<file path="src/rtl/move_elim_pkg.sv">
package move_elim_pkg;
    parameter int NUM_REGS   = 12;
    parameter int NUM_FILES  = 2;
    parameter int NUM_LANES  = 2;
    parameter int BUDGET_W   = 3;

    localparam int REG_W         = $clog2(NUM_REGS);
    localparam int FILE_W        = (NUM_FILES > 1) ? $clog2(NUM_FILES) : 1;
    localparam int REGS_PER_FILE = NUM_REGS / NUM_FILES;

    typedef logic [REG_W-1:0] reg_id_t;
    typedef logic [FILE_W-1:0] file_id_t;
    typedef logic [NUM_FILES-1:0][BUDGET_W-1:0] budget_t;

    typedef struct packed {
        logic    valid;
        logic    is_move;
        reg_id_t src;
        reg_id_t dst;
        logic    clr_upper;
        logic    zero_idiom;
    } rn_op_t;

    typedef struct packed {
        logic [NUM_REGS-1:0]               alias_v;
        logic [NUM_REGS-1:0][REG_W-1:0]    alias_tgt;
        logic [NUM_REGS-1:0]               zero;
    } rn_map_t;

    function automatic logic is_low_half(reg_id_t r);
        return r[0];
    endfunction

    function automatic reg_id_t pair_base(reg_id_t r);
        return {r[REG_W-1:1], 1'b0};
    endfunction

    function automatic reg_id_t pair_top(reg_id_t r);
        return {r[REG_W-1:1], 1'b1};
    endfunction

    function automatic file_id_t file_of(reg_id_t r);
        return FILE_W'(int'(r) / REGS_PER_FILE);
    endfunction
endpackage

</file>
<file path="src/rtl/move_elim_lane.sv">
module move_elim_lane
    import move_elim_pkg::*;
(
    input  rn_op_t                 op,
    input  budget_t                used_in,
    input  rn_map_t                map_in,
    input  budget_t                file_max,
    input  logic [NUM_FILES-1:0]   zero_only,
    input  logic [NUM_REGS-1:0]    elim_ok,
    output logic                   accept,
    output logic                   zero_move,
    output budget_t                used_out,
    output rn_map_t                map_out
);
    file_id_t src_file;
    file_id_t dst_file;
    logic     src_zero;
    logic     width_ok;
    logic     budget_ok;
    logic     zero_ok;
    logic     whole_pair;
    logic     new_zero;
    reg_id_t  root;
    reg_id_t  base_r;
    reg_id_t  top_r;

    always_comb begin
        src_file  = file_of(op.src);
        dst_file  = file_of(op.dst);
        src_zero  = map_in.zero[op.src];
        base_r    = pair_base(op.dst);
        top_r     = pair_top(op.dst);
        width_ok  = !is_low_half(op.dst) || (elim_ok[base_r] && op.clr_upper);
        budget_ok = (file_max[src_file] == '0) || (used_in[src_file] != file_max[src_file]);
        zero_ok   = !zero_only[src_file] || src_zero;
        accept    = op.valid && op.is_move && (src_file == dst_file)
                    && width_ok && budget_ok && zero_ok;
        zero_move = accept && src_zero;

        root = is_low_half(op.src) ? pair_base(op.src) : op.src;
        if (map_in.alias_v[root])
            root = map_in.alias_tgt[root];

        whole_pair = !is_low_half(op.dst) || op.clr_upper;
        new_zero   = accept ? src_zero : (!op.is_move && op.zero_idiom);

        map_out  = map_in;
        used_out = used_in;
        if (op.valid) begin
            if (whole_pair) begin
                map_out.zero[base_r] = new_zero;
                map_out.zero[top_r]  = new_zero;
            end else begin
                map_out.zero[op.dst] = new_zero;
            end
            if (accept) begin
                used_out[src_file] = used_in[src_file] + BUDGET_W'(1);
                if (root != op.dst) begin
                    map_out.alias_v[op.dst]   = 1'b1;
                    map_out.alias_tgt[op.dst] = root;
                    if (!is_low_half(op.dst)) begin
                        map_out.alias_v[top_r]   = 1'b1;
                        map_out.alias_tgt[top_r] = root;
                    end
                end
            end else begin
                map_out.alias_v[base_r] = 1'b0;
                map_out.alias_v[top_r]  = 1'b0;
            end
        end
    end
endmodule

</file>
<file path="src/rtl/move_elim_map_reg.sv">
module move_elim_map_reg
    import move_elim_pkg::*;
(
    input  logic    clk,
    input  logic    rst,
    input  rn_map_t map_d,
    output rn_map_t map_q
);
    always_ff @(posedge clk) begin
        if (rst)
            map_q <= '0;
        else
            map_q <= map_d;
    end
endmodule

</file>
<file path="src/rtl/move_elim_unit.sv">
module move_elim_unit
    import move_elim_pkg::*;
(
    input  logic                              clk,
    input  logic                              rst,
    input  logic [NUM_LANES-1:0]              op_valid,
    input  logic [NUM_LANES-1:0]              op_is_move,
    input  logic [NUM_LANES-1:0][REG_W-1:0]   op_src,
    input  logic [NUM_LANES-1:0][REG_W-1:0]   op_dst,
    input  logic [NUM_LANES-1:0]              op_clr_upper,
    input  logic [NUM_LANES-1:0]              op_zero_idiom,
    input  logic [NUM_FILES-1:0][BUDGET_W-1:0] file_max,
    input  logic [NUM_FILES-1:0]              zero_only,
    input  logic [NUM_REGS-1:0]               elim_ok,
    input  logic [REG_W-1:0]                  look_reg,
    output logic [REG_W-1:0]                  look_dep,
    output logic                              look_zero,
    output logic [NUM_LANES-1:0]              accept,
    output logic [NUM_LANES-1:0]              zero_move
);
    rn_map_t map_q;
    rn_map_t chain_map  [NUM_LANES+1];
    budget_t chain_used [NUM_LANES+1];

    assign chain_map[0]  = map_q;
    assign chain_used[0] = '0;

    for (genvar l = 0; l < NUM_LANES; l++) begin : g_lane
        rn_op_t lane_op;
        assign lane_op = '{valid:      op_valid[l],
                           is_move:    op_is_move[l],
                           src:        op_src[l],
                           dst:        op_dst[l],
                           clr_upper:  op_clr_upper[l],
                           zero_idiom: op_zero_idiom[l]};

        move_elim_lane u_lane (
            .op        (lane_op),
            .used_in   (chain_used[l]),
            .map_in    (chain_map[l]),
            .file_max  (file_max),
            .zero_only (zero_only),
            .elim_ok   (elim_ok),
            .accept    (accept[l]),
            .zero_move (zero_move[l]),
            .used_out  (chain_used[l+1]),
            .map_out   (chain_map[l+1])
        );
    end

    move_elim_map_reg u_map (
        .clk   (clk),
        .rst   (rst),
        .map_d (chain_map[NUM_LANES]),
        .map_q (map_q)
    );

    assign look_dep  = map_q.alias_v[look_reg] ? map_q.alias_tgt[look_reg] : look_reg;
    assign look_zero = map_q.zero[look_reg];
endmodule

</file>
<file path="config.mk">
export PLATFORM = sky130hd
export DESIGN_NAME = move_elim_unit
export DESIGN_NICKNAME = d
export VERILOG_FILES = /design/src/rtl/move_elim_pkg.sv /design/src/rtl/move_elim_lane.sv /design/src/rtl/move_elim_map_reg.sv /design/src/rtl/move_elim_unit.sv
export SDC_FILE = /design/constraint.sdc
export NUM_CORES = 1
export LEC_CHECK = 0
export BUFFER_PORTS_ARGS = -buffer_cell sky130_fd_sc_hd__buf_4
export CORE_MARGIN = 2
export CORE_UTILIZATION = 65
export DETAILED_ROUTE_END_ITERATION = 8
export PLACE_DENSITY_LB_ADDON = 0.25
export SLEW_MARGIN = 20
export SYNTH_ARGS = -nofsm -noshare
export SYNTH_HDL_FRONTEND = slang
export SYNTH_HIERARCHICAL = 1
export SYNTH_SLANG_ARGS = --single-unit
</file>
<file path="constraint.sdc">
create_clock -name clk -period 15.6 [get_ports clk]
set_input_delay 0.78 -clock clk [delete_from_list [all_inputs] [get_ports clk]]
set_output_delay 0.78 -clock clk [all_outputs]
set_load 0.1 [all_outputs]
</file>
After elaboration in Yosys (flattened, before gate mapping)
Cells that the tools add are included.

operators by class
  bitwise gates (word level) = 13
  reduce and logical (&&, ||, !) cells = 39
  equality and inequality tests = 6
  divide/modulo/power cells = 4
  muxes and demuxes = 84
  add/subtract/negate cells = 1
  order comparisons = 20

operator list
  operator                                                           count
  two-way mux 60 bit                                                 4
  bitwise mux 48 bit                                                 4
  two-way mux 72 bit                                                 2
  divider 5 x 4 -> 32 bit, second input constant                     4
  two-way mux 48 bit                                                 2
  bitwise mux 12 bit                                                 6
  < comparator 4 x 5 -> 1 bit, second input constant                 11
  AND 12 bit                                                         4
  two-way mux 12 bit                                                 4
  bitwise OR 12 bit                                                  4
  two-way mux 4 bit                                                  10
  demux 4 bit (select 4 bit)                                         2
  binary-select mux 4 bit (select 3 bit)                             2
  demux 4 bit (select 3 bit)                                         2
  greater-or-equal comparator 4 x 1 -> 1 bit, second input constant  6
  two-way mux 3 bit                                                  8
  NOT 11 -> 12 bit                                                   2
  NOT 12 bit                                                         2
  logical AND 1 bit                                                  23
  two-way mux 1 bit                                                  20
  binary-select mux 1 bit (select 4 bit)                             4
  binary-select mux 4 bit (select 4 bit)                             1
  binary-select mux 1 bit (select 3 bit)                             4
  demux 1 bit (select 3 bit)                                         4
  13 further kinds                                                   32

storage, ports and cells
  output and inout bits = 9
  logic and storage cells = 181
  input port bits = 50
  flip-flop bits (word level) = 72

Depth between registers and ports, before layout
  word-level depth = 21
  depth in mapped cells = 22

Modules after synthesis
Netlist, hierarchy kept.

modules (own cells, without submodules)
  module                             cells each  times used  sequential area each (um^2)  area an instance (um^2)
  move_elim_lane (g_lane[1].u_lane)  245         1           0.0                          2203.4
  move_elim_map_reg                  152         1           1441.4                       1981.9
  move_elim_lane (g_lane[0].u_lane)  260         1           0.0                          1943.1
  move_elim_unit                     64          1           0.0                          701.9

Worst setup path after synthesis
No wires, ideal clock.

  path type = input -> output
  from = input op_src[2] in the netlist's numbering
  to = output zero_move[1]
  setup slack = 6.726 ns
  arrival time = 8.094 ns
  cell stages on the path = 16
  data required time = 14.820 ns
  path buffers = 4
  cell sequence = clkbuf_1 > clkbuf_1 > ha_1 > and4b_1 > or2_0 > clkbuf_1 > or3_1 > a211oi_2 > a21boi_0 > a21oi_1 > clkbuf_1 > a31oi_1 > mux4_2 > nand2_1 > and3_1 > nor3_1

RTL lines
  item                RTL line              RTL
  start: declaration  move_elim_unit.sv:8   input logic [NUM_LANES-1:0][REG_W-1:0] op_src,
  end: declaration    move_elim_unit.sv:19  output logic [NUM_LANES-1:0] zero_move

==> impl_metrics.csv <==
group,metric,value,unit
run_status,status,"completed",
global_routing,grt_pass1_vias,5893,
layout,area_growth,7.43,%
cts,cts-resized-gates,0,
cts,cts_setup_buffers,0,
job,max-cap-violations,0,
floorplanning,fp.dieH,106,um
synthesis,synth.avg_cell_area,9.47,um2
cts,clockBufferDepth,2,
floorplanning,pin_count,59,
worst_setup_path,cp_max_fo,17,
timing,fin_crit,6.59,ns
timing,setup_violations,0,
route,ant_nets,0,
synthesis,synth_cells,710,
route,drt_iter0_drc,654,
cts,clockRootBuffer,"clkbuf_8",
placement,io_buffers,52,
layout,drive_above_1_share,32.1,%
floorplanning,dieArea,11200,um2
floorplanning,initial_utilization,66.0,%
global_routing,grt_overflow,0,
worst_setup_path,start_kind,"input port",
worst_setup_path,crit_path_max_incr_delay,0.61,ns
global_routing,antenna_found_initial,0,
cts,clk_latency,0.37,ns
power,power_leakage,2.96,nW
worst_setup_path,endpoint_kind,"flop",
placement,dp.cells,859,
timing,rsz0062_at_grt,"false",
worst_setup_path,crit_type,"in -> reg",
timing,hold_viol,0,
global_routing,grt_busiest_layer,"met2",
global_routing,grt_max_degree,73,
global_routing,grt_use_met1,44.7,%
timing,tightest_slew,1.09,ns
layout,num-nets-final,788,
floorplanning,die_x,106,um
timing,fin_skew,0.00842,ns
cts,cts_num_sinks,72,
power,peakVddDrop,0.0359,mV
layout,regMostFlops,"u_map/map_q",
global_routing,grt_util_met2,58.8,%
placement,dp_hpwl,14500,um
layout,nFillCells,805,
synthesis,syn_area,6720,um2
cts,h-tree-depth,3,
power,power.density,61.0,nW/um2
worst_setup_path,crit_required,15.83,ns
placement,gp_congestion,0.964,
timing,timing.final.crit_share,42.2,%
cts,path_clk_slew,0.08,ns
timing,finalSetupTns,0,ns
placement,placed_cell_area,7010,um2
floorplanning,num_rows,37,
worst_setup_path,cp_slowest_cell,"a222oi_1",
route,drc_errors,0,
synthesis,yosys_warnings,6,
global_routing,grt_usage,36.2,%
global_routing,use_met3,11.8,%
cts,hold_buffers,0,
layout,layout.cells.non_filler,875,
worst_setup_path,critPathArrivalTime,6.82,ns
layout,fin_area,7220,um2
timing,maxSlewHeadroom,27.4,%
layout,largest_registers,"u_map/map_q: 72 flops",
timing,max_freq,0.152,GHz
worst_setup_path,worstPathCellList,"buf_4, mux2_2, a222oi_1, nor2_1, xnor2_1, o2111ai_2, nand3_1, mux2_2, mux4_2, nand3_1, nand2_1, xnor2_1, o2111ai_4, nand4_1, mux2_2, nor2b_1",
route,drt-vias-per-instance,6.75,
worst_setup_path,crit_top_cell,"mux2_2",
route,wirelength,19600,um
route,wl_per_cell,22.4,um
timing,drv_slew,0,
cts,cts_tree,"built",
min_path,hp-class,"reg -> reg",
cts,cts_buffers,9,
route,detail_route.first_pass.iterations,8,
route,routed-via-count,5902,
layout,largest_register_ffs,72,
power,finalPower,440,uW
layout,num_antenna_cells,0,
floorplanning,core_area,10200,um2
global_routing,grt_pass1_wl,31300,um
-- worst paths after layout --
kind                           endpoint  cells after the start  slack [ns]                       start
min reg2reg  u_map/map_q[26]$_SDFF_PP0_                      3        0.73  u_map/map_q[26]$_SDFF_PP0_
max reg2reg  u_map/map_q[39]$_SDFF_PP0_                     15        9.47  u_map/map_q[70]$_SDFF_PP0_
max          u_map/map_q[39]$_SDFF_PP0_                     16        9.01                   op_src[1]
min          u_map/map_q[26]$_SDFF_PP0_                      3        0.73  u_map/map_q[26]$_SDFF_PP0_
-- final cells by class --
| type | instances | area, um2 | share of cell area, % |
|---|---|---|---|
| clock inverter | 6 | 66.3 | 0.919 |
| sequential | 72 | 1440 | 20.0 |
| clock buffer | 10 | 138 | 1.91 |
| timing repair buffer | 56 | 420 | 5.82 |
| tap | 136 | 170 | 2.36 |
| inverter | 22 | 82.6 | 1.14 |
| multi-input combinational | 573 | 4900 | 67.9 |
-- critical path, delay by kind of cell --
kind / cells / cell delay [ns]
AOI/OAI and AO/OA: 3 / 1.43
xor gates and xnor gates: 2 / 0.75
buffers and inverters: 1 / 0.28
muxes: 4 / 1.66
and+or+nand+nor: 6 / 1.89
-- placed cells by master, fill, tap and decap left out, types with 7 or more instances in the layout --
cell type and count:
nor2_1 17, mux4_2 30, nor3_1 9, xor2_1 10, nand3_1 15, o21ai_0 39
mux2_2 105, dfxtp_1 72, inv_1 20, buf_4 56, nand3_4 7, nor2b_1 82
conb_1 16, and2_1 7, clkbuf_8 10, mux2i_1 21, a21oi_1 15, nand2b_1 8
a31oi_1 7, nand3b_1 8, xnor2_1 8, nand2_1 55, mux2_1 14, and3_1 7
-- power breakdown --
group          leakage (nW)  switching (mW)  internal, mW
sequential            0.580         0.00126         0.185
combinational          2.27          0.0587        0.0348
clock                 0.107          0.0810        0.0791
-- routing by layer --
layer / wire length, um / part of all wire (%)
met5: 0 / 0
met4: 720 / 3.7
met3: 2200 / 11
met2: 9170 / 47
met1: 7550 / 38
-- metrics by stage --
step	setup slack, ns	hold slack (ns)	util (%)
CTS	9.11	0.731	70.8
floorplan	6.73	0.656	-
finish	9.01	0.733	70.9
global placement	8.83	0.672	68.8
detailed placement	8.78	0.710	68.8
global route	8.80	0.754	70.9
(Power assumes the default switching activity.)
